### src/rtl/scan_pkg.sv
package scan_pkg;

  typedef enum logic [1:0] {
    SRC_PIN  = 2'd0,
    SRC_LOW  = 2'd1,
    SRC_HIGH = 2'd2,
    SRC_MID  = 2'd3
  } srcKind_e;

  // strobes from control to datapath
  typedef struct packed {
    logic sampleOn;
    logic startConv;
    logic writeResult;
  } seqStrobe_t;

  localparam logic [5:0] CHAN_EOQ = 6'd63;

  function automatic srcKind_e resolveSrc(input logic [5:0] chan, input logic muxed);
    srcKind_e k;
    if (chan == 6'd60)                           k = SRC_LOW;
    else if (chan == 6'd61)                      k = SRC_HIGH;
    else if (chan == 6'd62)                      k = SRC_MID;
    else if (chan >= 6'd48)                      k = SRC_PIN;   // 48..59 direct pins
    else if (chan >= 6'd32)                      k = SRC_LOW;   // reserved
    else if (chan <= 6'd3 || muxed)              k = SRC_PIN;
    else                                         k = SRC_LOW;   // invalid in direct mode
    return k;
  endfunction

endpackage

### src/rtl/scan_datapath.sv
module scan_datapath
  import scan_pkg::*;
#(
  parameter int QDEPTH = 64,
  parameter int RAW_W  = 10,
  parameter int RES_W  = 16,
  localparam int IDX_W = $clog2(QDEPTH),
  localparam int PAD_W = RES_W - RAW_W
) (
  input  logic             clk,
  input  logic             rstN,
  input  logic             muxMode,
  input  logic [1:0]       justMode,
  input  logic             cmdWrEn,
  input  logic [IDX_W-1:0] cmdWrAddr,
  input  logic [7:0]       cmdWrData,
  input  logic [IDX_W-1:0] rdAddr,
  output logic [RES_W-1:0] rdData,
  input  logic [IDX_W-1:0] curIdx,
  input  seqStrobe_t       strobe,
  output logic             entryEoq,
  output logic             entryInternal,
  output logic [1:0]       entrySampleCode,
  output logic [1:0]       convKind,
  output logic [5:0]       convChan,
  output logic [2:0]       muxSel,
  input  logic [RAW_W-1:0] convData
);

  logic [7:0]       queueMem [QDEPTH];
  logic [RES_W-1:0] resultMem [QDEPTH];
  logic [7:0]       curEntry;
  logic [5:0]       curChan;
  srcKind_e         curKind;
  logic [RES_W-1:0] justified;

  assign curEntry        = queueMem[curIdx];
  assign curChan         = curEntry[5:0];
  assign entrySampleCode = curEntry[7:6];
  assign curKind         = resolveSrc(curChan, muxMode);
  assign entryEoq        = (curChan == CHAN_EOQ);
  assign entryInternal   = (curChan >= 6'd60) && (curChan <= 6'd62);

  assign convKind = curKind;
  assign convChan = (curKind == SRC_PIN) ? curChan : 6'd0;
  assign muxSel   = (muxMode && curKind == SRC_PIN && curChan < 6'd32) ? curChan[2:0] : 3'd0;

  always_comb begin
    case (justMode)
      2'd1:    justified = {~convData[RAW_W-1], convData[RAW_W-2:0], {PAD_W{1'b0}}};
      2'd2:    justified = {convData, {PAD_W{1'b0}}};
      default: justified = {{PAD_W{1'b0}}, convData};
    endcase
  end

  always_ff @(posedge clk or negedge rstN) begin
    if (!rstN) begin
      for (int i = 0; i < QDEPTH; i++) queueMem[i] <= {2'b00, CHAN_EOQ};
    end else if (cmdWrEn) begin
      queueMem[cmdWrAddr] <= cmdWrData;
    end
  end

  always_ff @(posedge clk or negedge rstN) begin
    if (!rstN) begin
      for (int i = 0; i < QDEPTH; i++) resultMem[i] <= '0;
    end else if (strobe.writeResult) begin
      resultMem[curIdx] <= justified;
    end
  end

  assign rdData = resultMem[rdAddr];

endmodule

### src/rtl/scan_ctrl.sv
module scan_ctrl
  import scan_pkg::*;
#(
  parameter int QDEPTH = 64,
  localparam int IDX_W = $clog2(QDEPTH)
) (
  input  logic             clk,
  input  logic             rstN,
  input  logic             scanEn,
  input  logic             entryEoq,
  input  logic             entryInternal,
  input  logic [1:0]       entrySampleCode,
  input  logic             convDone,
  output logic [IDX_W-1:0] curIdx,
  output seqStrobe_t       strobe
);

  typedef enum logic [2:0] {S_IDLE, S_FETCH, S_SAMPLE, S_START, S_WAIT} seqState_e;

  localparam logic [IDX_W-1:0] LAST_IDX = IDX_W'(QDEPTH - 1);

  seqState_e  state;
  logic [3:0] sampleCnt;

  assign strobe.sampleOn    = (state == S_SAMPLE);
  assign strobe.startConv   = (state == S_START);
  assign strobe.writeResult = (state == S_WAIT) && convDone;

  always_ff @(posedge clk or negedge rstN) begin
    if (!rstN) begin
      state     <= S_IDLE;
      curIdx    <= '0;
      sampleCnt <= '0;
    end else begin
      case (state)
        S_IDLE: begin
          curIdx <= '0;
          if (scanEn) state <= S_FETCH;
        end
        S_FETCH: begin
          if (!scanEn) begin
            state <= S_IDLE;
          end else if (entryEoq) begin
            curIdx <= '0;
          end else if (entryInternal) begin
            state <= S_START;
          end else begin
            sampleCnt <= 4'((5'd2 << entrySampleCode) - 5'd1);
            state     <= S_SAMPLE;
          end
        end
        S_SAMPLE: begin
          if (sampleCnt == 4'd0) state <= S_START;
          else sampleCnt <= sampleCnt - 4'd1;
        end
        S_START: state <= S_WAIT;
        S_WAIT: begin
          if (convDone) begin
            curIdx <= (curIdx == LAST_IDX) ? '0 : curIdx + 1'b1;
            state  <= S_FETCH;
          end
        end
        default: state <= S_IDLE;
      endcase
    end
  end

endmodule

### src/rtl/adc_scan_sequencer.sv
module adc_scan_sequencer
  import scan_pkg::*;
#(
  parameter int QDEPTH = 64,
  localparam int IDX_W = $clog2(QDEPTH)
) (
  input  logic             clk,
  input  logic             rstN,
  input  logic             scanEn,
  input  logic             muxMode,
  input  logic [1:0]       justMode,
  input  logic             cmdWrEn,
  input  logic [IDX_W-1:0] cmdWrAddr,
  input  logic [7:0]       cmdWrData,
  input  logic [IDX_W-1:0] rdAddr,
  output logic [15:0]      rdData,
  output logic             sampleActive,
  output logic [2:0]       muxSel,
  output logic             convStart,
  output logic [1:0]       convKind,
  output logic [5:0]       convChan,
  input  logic             convDone,
  input  logic [9:0]       convData
);

  seqStrobe_t       strobe;
  logic [IDX_W-1:0] curIdx;
  logic             entryEoq;
  logic             entryInternal;
  logic [1:0]       entrySampleCode;

  scan_ctrl #(.QDEPTH(QDEPTH)) ctrl (
    .clk, .rstN, .scanEn, .entryEoq, .entryInternal, .entrySampleCode,
    .convDone, .curIdx, .strobe
  );

  scan_datapath #(.QDEPTH(QDEPTH), .RAW_W(10), .RES_W(16)) dpath (
    .clk, .rstN, .muxMode, .justMode, .cmdWrEn, .cmdWrAddr, .cmdWrData,
    .rdAddr, .rdData, .curIdx, .strobe, .entryEoq, .entryInternal,
    .entrySampleCode, .convKind, .convChan, .muxSel, .convData
  );

  assign sampleActive = strobe.sampleOn;
  assign convStart    = strobe.startConv;

endmodule

### config.mk
export PLATFORM = sky130hd
export DESIGN_NAME = adc_scan_sequencer
export DESIGN_NICKNAME = d
export VERILOG_FILES = /design/src/rtl/scan_pkg.sv /design/src/rtl/scan_datapath.sv /design/src/rtl/scan_ctrl.sv /design/src/rtl/adc_scan_sequencer.sv
export SDC_FILE = /design/constraint.sdc
export NUM_CORES = 2
export LEC_CHECK = 0
export BUFFER_PORTS_ARGS = -buffer_cell sky130_fd_sc_hd__buf_2
export CORE_MARGIN = 4
export CORE_UTILIZATION = 43
export DETAILED_ROUTE_END_ITERATION = 10
export SLEW_MARGIN = 20
export SYNTH_ARGS = -nofsm -noshare
export SYNTH_HDL_FRONTEND = slang
export SYNTH_SLANG_ARGS = --single-unit
export TNS_END_PERCENT = 20
### constraint.sdc
create_clock -name clk -period 3.45 [get_ports clk]
set_clock_uncertainty 0.1 [all_clocks]
set_input_delay 0.1725 -clock clk [delete_from_list [all_inputs] [get_ports clk]]
set_output_delay 0.1725 -clock clk [all_outputs]
set_load 0.02 [all_outputs]
==> flow_summary.yaml <==
placement:
  gp_congestion: 0.966
  dp_hpwl_microns: 129000
  numPortBuffers: 66
  place_ws_ps: -391
outcome:
  violations: "setup timing"
  status: "finished, violations left"
critical_path:
  path_delay_family: "compound AO/OA/AOI/OAI gates"
  required_ps: 3180
  critPathSlowestCell: "or4_4"
  arrival_ps: 4120
  endpoint_kind: "primary output"
  worstPathCellList: "buf_8 -> buf_6 -> and2_4 -> buf_12 -> a22o_1 -> a221oi_2 -> o221ai_2 -> or4_4 -> o31ai_4 -> a22oi_2 -> nor3_1 -> buf_2"
  worst-setup-path-type: "flop to primary output"
  max_stage_delay_ps: 630
  start_kind: "flop"
  critPathMaxFanout: 7
  rrSetupSlack_ps: -440
  critPathBufInv: 4
synth:
  yosys_warnings: 0
  yosysTopAreaCellShare_pct: 41.9
  synth-edff-count: 0
  post_synth_num_cell_types: 85
  yosys-top-cells-area: "dfrtp_1 42%, dfstp_2 15%, mux4_2 12%"
  ys.flop_type: "dfrtp_1"
  synth_top_area_cell: "dfrtp_1"
  yosysMostFrequentCell: "nand2_1"
  synth_nets: 5811
  synth_area_per_cell_sq_um: 12.1
  syn_area_sq_um: 69500
  ys_top_cells_by_count: "1194 x nand2_1, 1165 x dfrtp_1, 1045 x o21ai_0"
  ys_ff_latch: 1549
  ys_async_sr_fraction_pct: 100
  netlist_instances: 5769
  ys_seq_area_share_pct: 56.4
min_path:
  holdCritPathClass: "input pin to flop"
clock_network:
  root_buffer: "clkbuf_16"
  cts_tree: "done"
  cts_sinks: 1549
  cts_buffers: 167
  cts_max_level: 4
  cts_buffer_depth: 3
  clkTransAtPathRegs_ps: 60
  clock_latency_ps: 810
global_routing:
  overflow: 0
  gr-usage-all-layers_pct: 24.5
  antenna_found_initial: 6
  grt_pass1_vias: 48000
  grt_max_degree: 103
  grt_pass1_wl_microns: 313000
die:
  fp.dieW_microns: 410
  initial_core_util_pct: 43.3
  io_pins: 67
  coreArea_sq_um: 161000
  dieArea_sq_um: 168000
  rows: 147
  fp.dieH_microns: 410
power:
  ir_drop_mv: 0.504
  p_total_mw: 43.8
  leakage_nw: 34.7
  p_per_area_nw_per_um2: 537
timing:
  finalHoldViolCount: 0
  finalSetupViolations: 20
  finalCriticalPeriod_ps: 4390
  worst_slew_margin_rel_pct: 33.2
  fin_crit_sh_pct: 127
  rsz0062_at_grt: "yes"
  worstMarginPinSlew_ps: 998
  setup_ws_ps: -942
  maxClockFrequency_ghz: 0.228
  drv_slew: 0
routing:
  routed_wl_microns: 205000
  routed_via_density: 5.70
  drtIter0Drc: 4072
  drc: 0
  vias: 47300
  firstDrtPassIters: 6
  route.detailed.wl_per_inst_microns: 24.7
  ant_nets: 0
final_layout:
  drive_above_1_share_pct: 36.3
  fin_nets: 6038
  synthToLayoutAreaGrowth_pct: 17.3
  num-fill-cells: 13900
flow_run:
  cap_violations: 0
[cells in the final DEF (no fill, tap or decap), types with 13 or more instances in the layout]
| cell | Yosys | layout |
|---|---|---|
| buf_4 | 11 | 406 |
| a221oi_1 | 39 | 29 |
| a221oi_2 | 3 | 13 |
| clkinv_2 | 0 | 23 |
| clkbuf_16 | 0 | 167 |
| a21oi_1 | 33 | 28 |
| mux4_2 | 371 | 371 |
| buf_6 | 20 | 24 |
| and3_1 | 16 | 16 |
| mux2i_1 | 67 | 58 |
| nor2_1 | 76 | 76 |
| o21ai_0 | 1045 | 1043 |
| nand3_1 | 18 | 18 |
| clkbuf_1 | 420 | 48 |
| dfrtp_1 | 1165 | 1162 |
| nor3_1 | 20 | 14 |
| buf_12 | 0 | 57 |
| clkbuf_8 | 0 | 39 |
| nand2_1 | 1194 | 1182 |
| o22ai_1 | 29 | 25 |
| nand2b_1 | 18 | 16 |
| a22oi_1 | 38 | 32 |
| mux2_2 | 535 | 535 |
| dlygate4sd3_1 | 0 | 22 |
| buf_2 | 27 | 54 |
| dfstp_2 | 384 | 384 |
[worst paths after layout]
kind                                               endpoint                             from  depth (start not counted)
max                                             convChan[4]       ctrl.curIdx[1]$_DFFE_PN0P_                         12
max in group asynchronous   dpath.queueMem[408]$_DFFE_PN1P_                             rstN                          5
min                        dpath.resultMem[799]$_DFFE_PN0P_                      convData[9]                          4
min in group asynchronous  dpath.resultMem[666]$_DFFE_PN0P_                             rstN                          3
max reg2reg                   ctrl.sampleCnt[2]$_DFFE_PN0P_       ctrl.curIdx[1]$_DFFE_PN0P_                         17
min reg2reg                 dpath.resultMem[30]$_DFFE_PN0P_  dpath.resultMem[30]$_DFFE_PN0P_                          2
[state kept, by name, summed over array words and instances (netlist names)]
register and flops:
ctrl.sampleCnt 4, dpath.resultMem 1024, ctrl.curIdx 6, dpath.queueMem 512
ctrl.state 3
[timing repair]
action | 4_1_cts | 5_1_grt
gates resized for setup | 79 | 54
pin swaps | 22 | 25
hold endpoints to repair | 917 | 0
hold buffers | 23 | 0
endpoints found under the setup margin | 23 | 21
cloned | 6 | 0
setup buffers | 44 | 24
[through the flow]
step,instance area [sq um],hold slack [ps],instances,util [%],setup TNS (ps)
global placement,74300,204,7893,46.2,-5510
CTS,81100,6.00,8273,50.5,-9470
floorplan,69500,-223,5769,-,0
global route,81600,64.4,8297,50.8,-11950
detailed placement,74300,203,7893,46.2,-5960
finish,81600,61.7,8299,50.8,-10780
[logic make-up after synthesis]
| group | Yosys count | synth area share (%) |
|---|---|---|
| flops | 1549 | 56.4 |
| simple gates | 1419 | 8.34 |
| compound gates | 1280 | 10.1 |
| mux | 980 | 21.8 |
| buf+inv | 536 | 3.22 |
| fa+ha+maj | 4 | 0.0720 |
| xor+xnor | 1 | 0.0126 |
[area by class of cell]
type	count	area, sq um	area share (%)
sequential	1549	39300	48.1
multi-input combinational	3684	28500	34.9
clock buffer	254	4900	6.00
tap	2160	2700	3.31
antenna	2	5.00	0.00614
clock inverter	56	887	1.09
timing repair buffer	578	5290	6.48
inverter	16	60.1	0.0736
[per-layer routing]
metal | part of all wire [%] | wire length (microns) | global-route usage, %
met1 | 45 | 91700 | 35.9
met3 | 6.7 | 13800 | 4.46
met4 | 3.7 | 7610 | 8.81
met5 | 0.0059 | 12 | 0
met2 | 45 | 91800 | 36.8
[report_power, final]
| group | total, mW | switching [mW] | leakage [nW] | internal [mW] |
|---|---|---|---|---|
| clock network | 18.6 | 7.77 | 2.82 | 10.8 |
| registers | 20.2 | 0.642 | 20.2 | 19.6 |
| logic | 5.00 | 2.79 | 11.7 | 2.21 |
[worst register-to-register path: cells and delay by family, from the launching register on]
kind                     cells  cell delay, ps
adder cells (fa/ha/maj)      1             230
AND/OR/NAND/NOR              4             900
flip-flops                   1             500
buffers and inverters        5             800
AO/OA/AOI/OAI                7            1280
Power figures use the tool's default switching activity.
